### src/rtl/dti_pkg.sv
`timescale 1ns/1ps
package dti_pkg;
  typedef enum logic [1:0] {
    MD_HS      = 2'b00,
    MD_SYN_NUM = 2'b01,
    MD_RSV     = 2'b10,
    MD_SYN     = 2'b11
  } dti_mode_e;

  typedef enum logic [2:0] {
    ST_IDLE,
    ST_HS_ASSERT,
    ST_HS_WAIT,
    ST_SY_PEND,
    ST_SY_TRIG,
    ST_SY_SHIFT
  } dti_state_e;

  function automatic logic mode_is_hs(input logic [1:0] m);
    return m == MD_HS;
  endfunction

  // reserved code falls through to the no-number synchronous mode
  function automatic logic mode_has_num(input logic [1:0] m);
    return m == MD_SYN_NUM;
  endfunction
endpackage

### src/rtl/dti_sync.sv
`timescale 1ns/1ps
module dti_sync #(
  parameter int unsigned STAGES = 2,
  parameter int unsigned W      = 1
) (
  input  logic         clk_i,
  input  logic         rst_ni,
  input  logic [W-1:0] d_i,
  output logic [W-1:0] q_o
);
  logic [STAGES-1:0][W-1:0] stg;

  always_ff @(posedge clk_i or negedge rst_ni) begin
    if (!rst_ni) begin
      stg <= '0;
    end else begin
      stg[0] <= d_i;
      for (int i = 1; i < STAGES; i++) stg[i] <= stg[i-1];
    end
  end

  assign q_o = stg[STAGES-1];
endmodule

### src/rtl/dti_phase.sv
`timescale 1ns/1ps
module dti_phase (
  input  logic clk_i,
  input  logic rst_ni,
  output logic ph_o
);
  logic ph;

  always_ff @(posedge clk_i or negedge rst_ni) begin
    if (!rst_ni) ph <= 1'b0;
    else         ph <= ~ph;
  end

  assign ph_o = ph;
endmodule

### src/rtl/dti_chan.sv
`timescale 1ns/1ps
module dti_chan
  import dti_pkg::*;
#(
  parameter int unsigned NUM_W = 32
) (
  input  logic             clk_i,
  input  logic             rst_ni,
  input  logic             clr_i,
  input  logic             tick_i,     // device clock about to fall
  input  logic [1:0]       mode_i,
  input  logic             trig_i,
  input  logic [NUM_W-1:0] num_i,
  input  logic             dev_rst_i,
  input  logic             busy_s_i,
  input  logic             rd_s_i,
  output logic             trig_o,
  output logic             rst_o,
  output logic             data_o,
  output logic             hs_act_o,
  output logic             sync_en_o
);
  localparam int unsigned CNT_W = (NUM_W > 1) ? $clog2(NUM_W) : 1;
  localparam int unsigned MSB   = NUM_W - 1;

  dti_state_e       state;
  logic [NUM_W-1:0] sr;
  logic [CNT_W-1:0] cnt;
  logic             with_num;
  logic             trig_q, rst_q, data_q, rst_pend, rd_q;
  logic             rd_rise, sy_act, hs_act, sync_en;

  assign rd_rise = rd_s_i & ~rd_q;
  assign hs_act  = (state == ST_HS_ASSERT) || (state == ST_HS_WAIT);
  assign sy_act  = (state == ST_SY_PEND) || (state == ST_SY_TRIG) ||
                   (state == ST_SY_SHIFT);
  assign sync_en = sy_act || ((state == ST_IDLE) && !mode_is_hs(mode_i));

  always_ff @(posedge clk_i or negedge rst_ni) begin
    if (!rst_ni) begin
      state    <= ST_IDLE;
      sr       <= '0;
      cnt      <= '0;
      with_num <= 1'b0;
      trig_q   <= 1'b0;
      rst_q    <= 1'b0;
      data_q   <= 1'b0;
      rst_pend <= 1'b0;
      rd_q     <= 1'b0;
    end else if (clr_i) begin
      state    <= ST_IDLE;
      sr       <= '0;
      cnt      <= '0;
      with_num <= 1'b0;
      trig_q   <= 1'b0;
      rst_q    <= 1'b0;
      data_q   <= 1'b0;
      rst_pend <= 1'b0;
      rd_q     <= rd_s_i;
    end else begin
      rd_q <= rd_s_i;

      // reset/sync path: same release tick as the trigger when synchronous
      if (sync_en) begin
        if (tick_i) begin
          rst_q    <= rst_pend;
          rst_pend <= dev_rst_i;
        end else begin
          rst_pend <= rst_pend | dev_rst_i;
        end
      end else begin
        rst_q    <= dev_rst_i;
        rst_pend <= 1'b0;
      end

      unique case (state)
        ST_IDLE: begin
          trig_q <= 1'b0;
          data_q <= 1'b0;
          if (trig_i) begin
            if (mode_is_hs(mode_i)) begin
              if (!busy_s_i) begin
                sr     <= num_i;
                trig_q <= 1'b1;
                state  <= ST_HS_ASSERT;
              end
            end else begin
              sr       <= num_i;
              with_num <= mode_has_num(mode_i);
              state    <= ST_SY_PEND;
            end
          end
        end
        ST_HS_ASSERT, ST_HS_WAIT: begin
          data_q <= sr[MSB];
          if (rd_rise) sr <= sr << 1;
          if (state == ST_HS_ASSERT) begin
            if (busy_s_i) begin
              trig_q <= 1'b0;
              state  <= ST_HS_WAIT;
            end
          end else if (!busy_s_i) begin
            state <= ST_IDLE;
          end
        end
        ST_SY_PEND: begin
          if (tick_i) begin
            trig_q <= 1'b1;
            state  <= ST_SY_TRIG;
          end
        end
        ST_SY_TRIG: begin
          if (tick_i) begin
            trig_q <= 1'b0;
            if (with_num) begin
              data_q <= sr[MSB];
              sr     <= sr << 1;
              cnt    <= CNT_W'(NUM_W - 1);
              state  <= ST_SY_SHIFT;
            end else begin
              state <= ST_IDLE;
            end
          end
        end
        ST_SY_SHIFT: begin
          if (tick_i) begin
            if (cnt == '0) begin
              data_q <= 1'b0;
              state  <= ST_IDLE;
            end else begin
              data_q <= sr[MSB];
              sr     <= sr << 1;
              cnt    <= cnt - 1'b1;
            end
          end
        end
        default: state <= ST_IDLE;
      endcase
    end
  end

  assign trig_o    = trig_q;
  assign rst_o     = rst_q;
  assign data_o    = data_q;
  assign hs_act_o  = hs_act;
  assign sync_en_o = sync_en;
endmodule

### src/rtl/dti_outstage.sv
`timescale 1ns/1ps
module dti_outstage #(
  parameter int unsigned W = 4
) (
  input  logic         clk_i,
  input  logic         rst_ni,
  input  logic         clr_i,
  input  logic [W-1:0] trig_i,
  input  logic [W-1:0] rst_i,
  input  logic [W-1:0] data_i,
  input  logic [W-1:0] dclk_i,
  output logic [W-1:0] trig_o,
  output logic [W-1:0] rst_o,
  output logic [W-1:0] data_o,
  output logic [W-1:0] dclk_o
);
  always_ff @(posedge clk_i or negedge rst_ni) begin
    if (!rst_ni) begin
      trig_o <= '0;
      rst_o  <= '0;
      data_o <= '0;
      dclk_o <= '0;
    end else if (clr_i) begin
      trig_o <= '0;
      rst_o  <= '0;
      data_o <= '0;
      dclk_o <= '0;
    end else begin
      trig_o <= trig_i;
      rst_o  <= rst_i;
      data_o <= data_i;
      dclk_o <= dclk_i;
    end
  end
endmodule

### src/rtl/dut_trig_if.sv
`timescale 1ns/1ps
module dut_trig_if #(
  parameter int unsigned NDEV        = 4,
  parameter int unsigned NUM_W       = 32,
  parameter int unsigned SYNC_STAGES = 2
) (
  input  logic                clk_i,
  input  logic                rst_ni,
  input  logic                sif_clr_i,
  input  logic                trig_i,
  input  logic [NUM_W-1:0]    trig_num_i,
  input  logic                dev_rst_i,
  input  logic [2*NDEV-1:0]   mode_i,
  input  logic [NDEV-1:0]     busy_i,
  input  logic [NDEV-1:0]     rdclk_i,
  output logic [NDEV-1:0]     trig_o,
  output logic [NDEV-1:0]     rst_o,
  output logic [NDEV-1:0]     data_o,
  output logic [NDEV-1:0]     dclk_o
);
  logic            ph;
  logic [NDEV-1:0] busy_s, rd_s;
  logic [NDEV-1:0] trig_c, rst_c, data_c, dclk_c, hs_act, sync_en;

  dti_phase u_phase (
    .clk_i (clk_i),
    .rst_ni(rst_ni),
    .ph_o  (ph)
  );

  dti_sync #(.STAGES(SYNC_STAGES), .W(NDEV)) u_busy_sync (
    .clk_i (clk_i),
    .rst_ni(rst_ni),
    .d_i   (busy_i),
    .q_o   (busy_s)
  );

  dti_sync #(.STAGES(SYNC_STAGES), .W(NDEV)) u_rd_sync (
    .clk_i (clk_i),
    .rst_ni(rst_ni),
    .d_i   (rdclk_i),
    .q_o   (rd_s)
  );

  for (genvar d = 0; d < NDEV; d++) begin : g_ch
    dti_chan #(.NUM_W(NUM_W)) u_ch (
      .clk_i    (clk_i),
      .rst_ni   (rst_ni),
      .clr_i    (sif_clr_i),
      .tick_i   (ph),
      .mode_i   (mode_i[2*d +: 2]),
      .trig_i   (trig_i),
      .num_i    (trig_num_i),
      .dev_rst_i(dev_rst_i),
      .busy_s_i (busy_s[d]),
      .rd_s_i   (rd_s[d]),
      .trig_o   (trig_c[d]),
      .rst_o    (rst_c[d]),
      .data_o   (data_c[d]),
      .hs_act_o (hs_act[d]),
      .sync_en_o(sync_en[d])
    );
    assign dclk_c[d] = sync_en[d] & ph;
  end

  dti_outstage #(.W(NDEV)) u_out (
    .clk_i (clk_i),
    .rst_ni(rst_ni),
    .clr_i (sif_clr_i),
    .trig_i(trig_c),
    .rst_i (rst_c),
    .data_i(data_c),
    .dclk_i(dclk_c),
    .trig_o(trig_o),
    .rst_o (rst_o),
    .data_o(data_o),
    .dclk_o(dclk_o)
  );
endmodule

### config.mk
export PLATFORM = sky130hd
export DESIGN_NAME = dut_trig_if
export DESIGN_NICKNAME = d
export VERILOG_FILES = /design/src/rtl/dti_pkg.sv /design/src/rtl/dti_sync.sv /design/src/rtl/dti_phase.sv /design/src/rtl/dti_chan.sv /design/src/rtl/dti_outstage.sv /design/src/rtl/dut_trig_if.sv
export SDC_FILE = /design/constraint.sdc
export NUM_CORES = 1
export LEC_CHECK = 0
export ABC_AREA = 0
export BUFFER_PORTS_ARGS = -buffer_cell sky130_fd_sc_hd__buf_2
export CORE_MARGIN = 2
export CORE_UTILIZATION = 50
export CTS_CLUSTER_SIZE = 12
export DETAILED_ROUTE_END_ITERATION = 10
export GPL_TIMING_DRIVEN = 0
export PLACE_DENSITY_LB_ADDON = 0.3
export SYNTH_ARGS = -nofsm -noshare
export SYNTH_HDL_FRONTEND = slang
export SYNTH_SLANG_ARGS = --single-unit
### constraint.sdc
create_clock -name clk_i -period 4.7 [get_ports clk_i]
set_clock_uncertainty 0.2 [all_clocks]
set_input_delay 0.47 -clock clk_i [delete_from_list [all_inputs] [get_ports clk_i]]
set_output_delay 0.47 -clock clk_i [all_outputs]
set_load 0.02 [all_outputs]
==> run_results.csv <==
group,metric,value,unit
synth,synthesis.nets,1238,
timing,fmaxAchievable,375,MHz
timing,rsz0062_at_grt,"no",
cells_and_area,area_delta_synth_final,15.5,%
synth,yosysUniqueCellTypes,65,
global_route,track_usage,24.3,%
synth,ys.flop_type,"dfrtp_1",
cells_and_area,final_core_util,59.3,%
power_and_ir_drop,p_leak,6.04,nW
timing,slew_headroom,42.7,%
route,via_count,9191,
cells_and_area,largest_reg_flops,128,
synth,synth_top_area_share,48.1,%
floorplanning,core,0.0220,sq mm
route,via_per_inst,5.80,
cts,cts_tree,"built",
placed_design,dpl_cell_area,0.0120,sq mm
cts,cts_sinks,217,
cells_and_area,top_register,"g_ch.u_ch.sr",
cells_and_area,regArea,0.00543,sq mm
timing,worstMarginPinSlew,0.855,ns
floorplanning,dieArea,0.0238,sq mm
cts,clk_path_buf_depth,3,
global_route,grt_pass1_wl,47300,um
synth,syn_area,0.0113,sq mm
synth,synth_seq_cells,217,
placed_design,gp_congestion,0.876,
cells_and_area,reg_top3,"g_ch.u_ch.sr x128, g_ch.u_ch.cnt x20, g_ch.u_ch.state x12",
critical_path,start_kind,"flip-flop",
critical_path,path_class,"flip-flop to flip-flop",
synth,seq_area_frac_synth,48.1,%
floorplanning,fp-row-count,54,
cells_and_area,nets,1345,
power_and_ir_drop,peakVddDrop,0.000296,V
route,ant_nets,0,
synth,synthCells,1181,
placed_design,dp_hpwl,19200,um
timing,slew_violations,0,
cells_and_area,fill_cells,1894,
route,dr.pass1.iters,5,
floorplanning,die_x,154,um
route,drc_errors,0,
global_route,gr-total-overflow,0,
synth,post_synth.cell_area_avg,9.55,sq um
cells_and_area,multiInputGateArea,0.00531,sq mm
floorplanning,fp.dieH,154,um
cts,htreeDepth,1,
critical_path,worstPathMaxFanout,10,
cts,clk_latency,0.52,ns
floorplanning,start_util,51.4,%
route,drt_iter0_drc,690,
floorplanning,num_io_pins,69,
global_route,antenna_found_initial,0,
cts,root_buffer,"clkbuf_16",
cells_and_area,drive_above_1_share,21.8,%
synth,ys_warn_count,0,
synth,synth_edf_count,0,
critical_path,cp-end-kind,"flip-flop",
hold_path,min_path_type,"input port to flip-flop",
power_and_ir_drop,p_per_area,536,mW/mm^2
job,cap_violations,0,
critical_path,crit_arrival,2.87,ns
timing,finalSetupViolCount,0,
synth,async_reset_ff_share,100,%
cts,post_cts_buffers,0,
route,avgRoutedWirePerCell,17.8,um
timing,post-route-period-util,56.8,%
cells_and_area,antenna_cells,0,
route,totalWireLength,28200,um
cells_and_area,final_area,0.0130,sq mm
timing,final-hold-violation-count,0,
critical_path,cp.required,4.90,ns
global_route,grt_pass1_vias,9137,
cts,cts_made_buffers,25,
synth,synth_top_area_cell,"dfrtp_1",
synth,synth.area.top_cells,"dfrtp_1 48%, mux2_2 9.8%, nand2_1 9.0%",
cts,clk_pin_slew_worst_paths,0.06,ns
timing,period_minus_slack,2.67,ns
status,status,"completed",
placed_design,port_buffers,65,
global_route,grt_max_degree,95,
==> final timing paths <==
| path | start | endpoint | slack (ns) | cells past startpoint |
|---|---|---|---|---|
| setup / recovery | g_ch[0].u_ch.cnt[0]$_DFFE_PN0P_ | g_ch[0].u_ch.sr[7]$_DFFE_PN0P_ | 2.03 | 8 |
| hold / removal | trig_i | g_ch[3].u_ch.with_num$_DFFE_PN0P_ | 0.07 | 2 |
| setup reg to reg | g_ch[0].u_ch.cnt[0]$_DFFE_PN0P_ | g_ch[0].u_ch.sr[7]$_DFFE_PN0P_ | 2.03 | 8 |
| hold reg to reg | u_busy_sync.stg[0]$_DFF_PN0_ | u_busy_sync.q_o[0]$_DFF_PN0_ | 0.15 | 0 |
| max in group asynchronous | rst_ni | g_ch[0].u_ch.sr[18]$_DFFE_PN0P_ | 3.17 | 3 |
| min in group asynchronous | rst_ni | g_ch[1].u_ch.rst_o$_DFFE_PN0P_ | 0.28 | 2 |
==> cells in the final DEF (no fill, tap or decap), drive strengths merged, types with 6 or more instances in the layout <==
cell         netlist  layout
nor3              13      13
o22a               8       8
a21o               6       6
nor2              54      54
mux2i              9       9
a211oi            13      13
or3                8       8
o21ai             32      32
nor2b             19      19
nand2            271     271
dfrtp            217     217
buf               46     113
a2111oi            6       6
a21oi            169     169
a31oi             12      12
dlygate4sd3        0      13
clkbuf            42      78
nand2b            11      11
mux2             132     132
nand3              6       6
inv               28      28
==> Yosys cell counts (4+ instances only) <==
library cell / instances
nand2_1: 271
dfrtp_1: 217
a21oi_1: 169
mux2_2: 98
nor2_1: 54
clkbuf_1: 42
buf_2: 30
mux2_4: 30
o21ai_0: 30
inv_1: 28
nor2b_1: 19
a211oi_1: 12
a31oi_1: 12
nand2b_1: 11
nor3_1: 11
mux2i_1: 9
buf_4: 8
o22a_1: 8
or3_1: 8
a21o_1: 6
nand3_1: 6
a311oi_1: 5
buf_6: 5
nor4_1: 5
o31ai_1: 5
a2111oi_0: 4
and2_1: 4
and3b_1: 4
ha_1: 4
mux2_1: 4
nand4b_1: 4
o21bai_1: 4
o311ai_0: 4
==> kinds of logic (layout without fill, tap and decap cells) <==
kind of cell    Yosys count  in the layout  synth area share [%]
xor+xnor                  3              3                 0.233
fa+ha+maj                 4              4                 0.444
compound gates          281            281                  14.9
mux                     141            141                  15.0
buf+inv                 116            241                  4.79
simple gates            419            419                  16.6
flops                   217            217                  48.1
==> critical path, stage by stage, from the launching register on <==
cell and delay (ns):
dfrtp_1 0.40, inv_1 0.06, ha_1 0.23, nor3b_2 0.19
nand3_1 0.11, o31ai_1 0.08, nor3_2 0.66, buf_6 0.29
mux2_4 0.32
==> power breakdown <==
part | total (mW) | switching (mW) | internal [mW] | leakage [nW]
Combinational | 2.36 | 1.33 | 1.03 | 2.78
Sequential | 2.53 | 0.239 | 2.29 | 2.83
Clock | 2.10 | 0.786 | 1.31 | 0.431
Total | 6.99 | 2.35 | 4.63 | 6.04
==> layout make-up <==
class,instances,area share [%]
inverters,28,0.807
clock buffers,36,5.43
well taps,280,2.69
flip-flops and latches,217,41.7
plain buffers,88,3.34
clock inverters,9,1.31
repair buffers,80,3.99
multi-input cells,848,40.8
==> per-layer routing <==
metal	global-route usage, %	share of wire [%]	wire length [um]	vias up
met1	34.5	45	12700	4555
met4	7.08	2.4	680	0
met2	39.4	47	13400	285
met3	3.28	5.4	1520	55
met5	0	0	0	-
li1	-	-	-	4296
==> what timing repair did <==
item                                   in CTS  in global routing
endpoints found under the hold margin      71                  0
hold buffers                               13                  0
resized for setup                           0                  0
==> through the flow <==
step	setup TNS [ns]	hold slack (ns)	setup WS, ns	instances	power [mW]
5_1_grt	0	0.0691	1.90	1586	7.38
2_1_floorplan	0	-0.0256	2.46	1181	4.26
4_1_cts	0	0.0556	2.02	1586	7.01
6_report	0	0.0695	2.03	1586	6.99
3_5_place_dp	0	0.136	1.62	1528	4.88
3_3_place_gp	-188.26	0.133	-0.893	1526	4.80
Note: power is estimated with default switching activity, not from simulation.
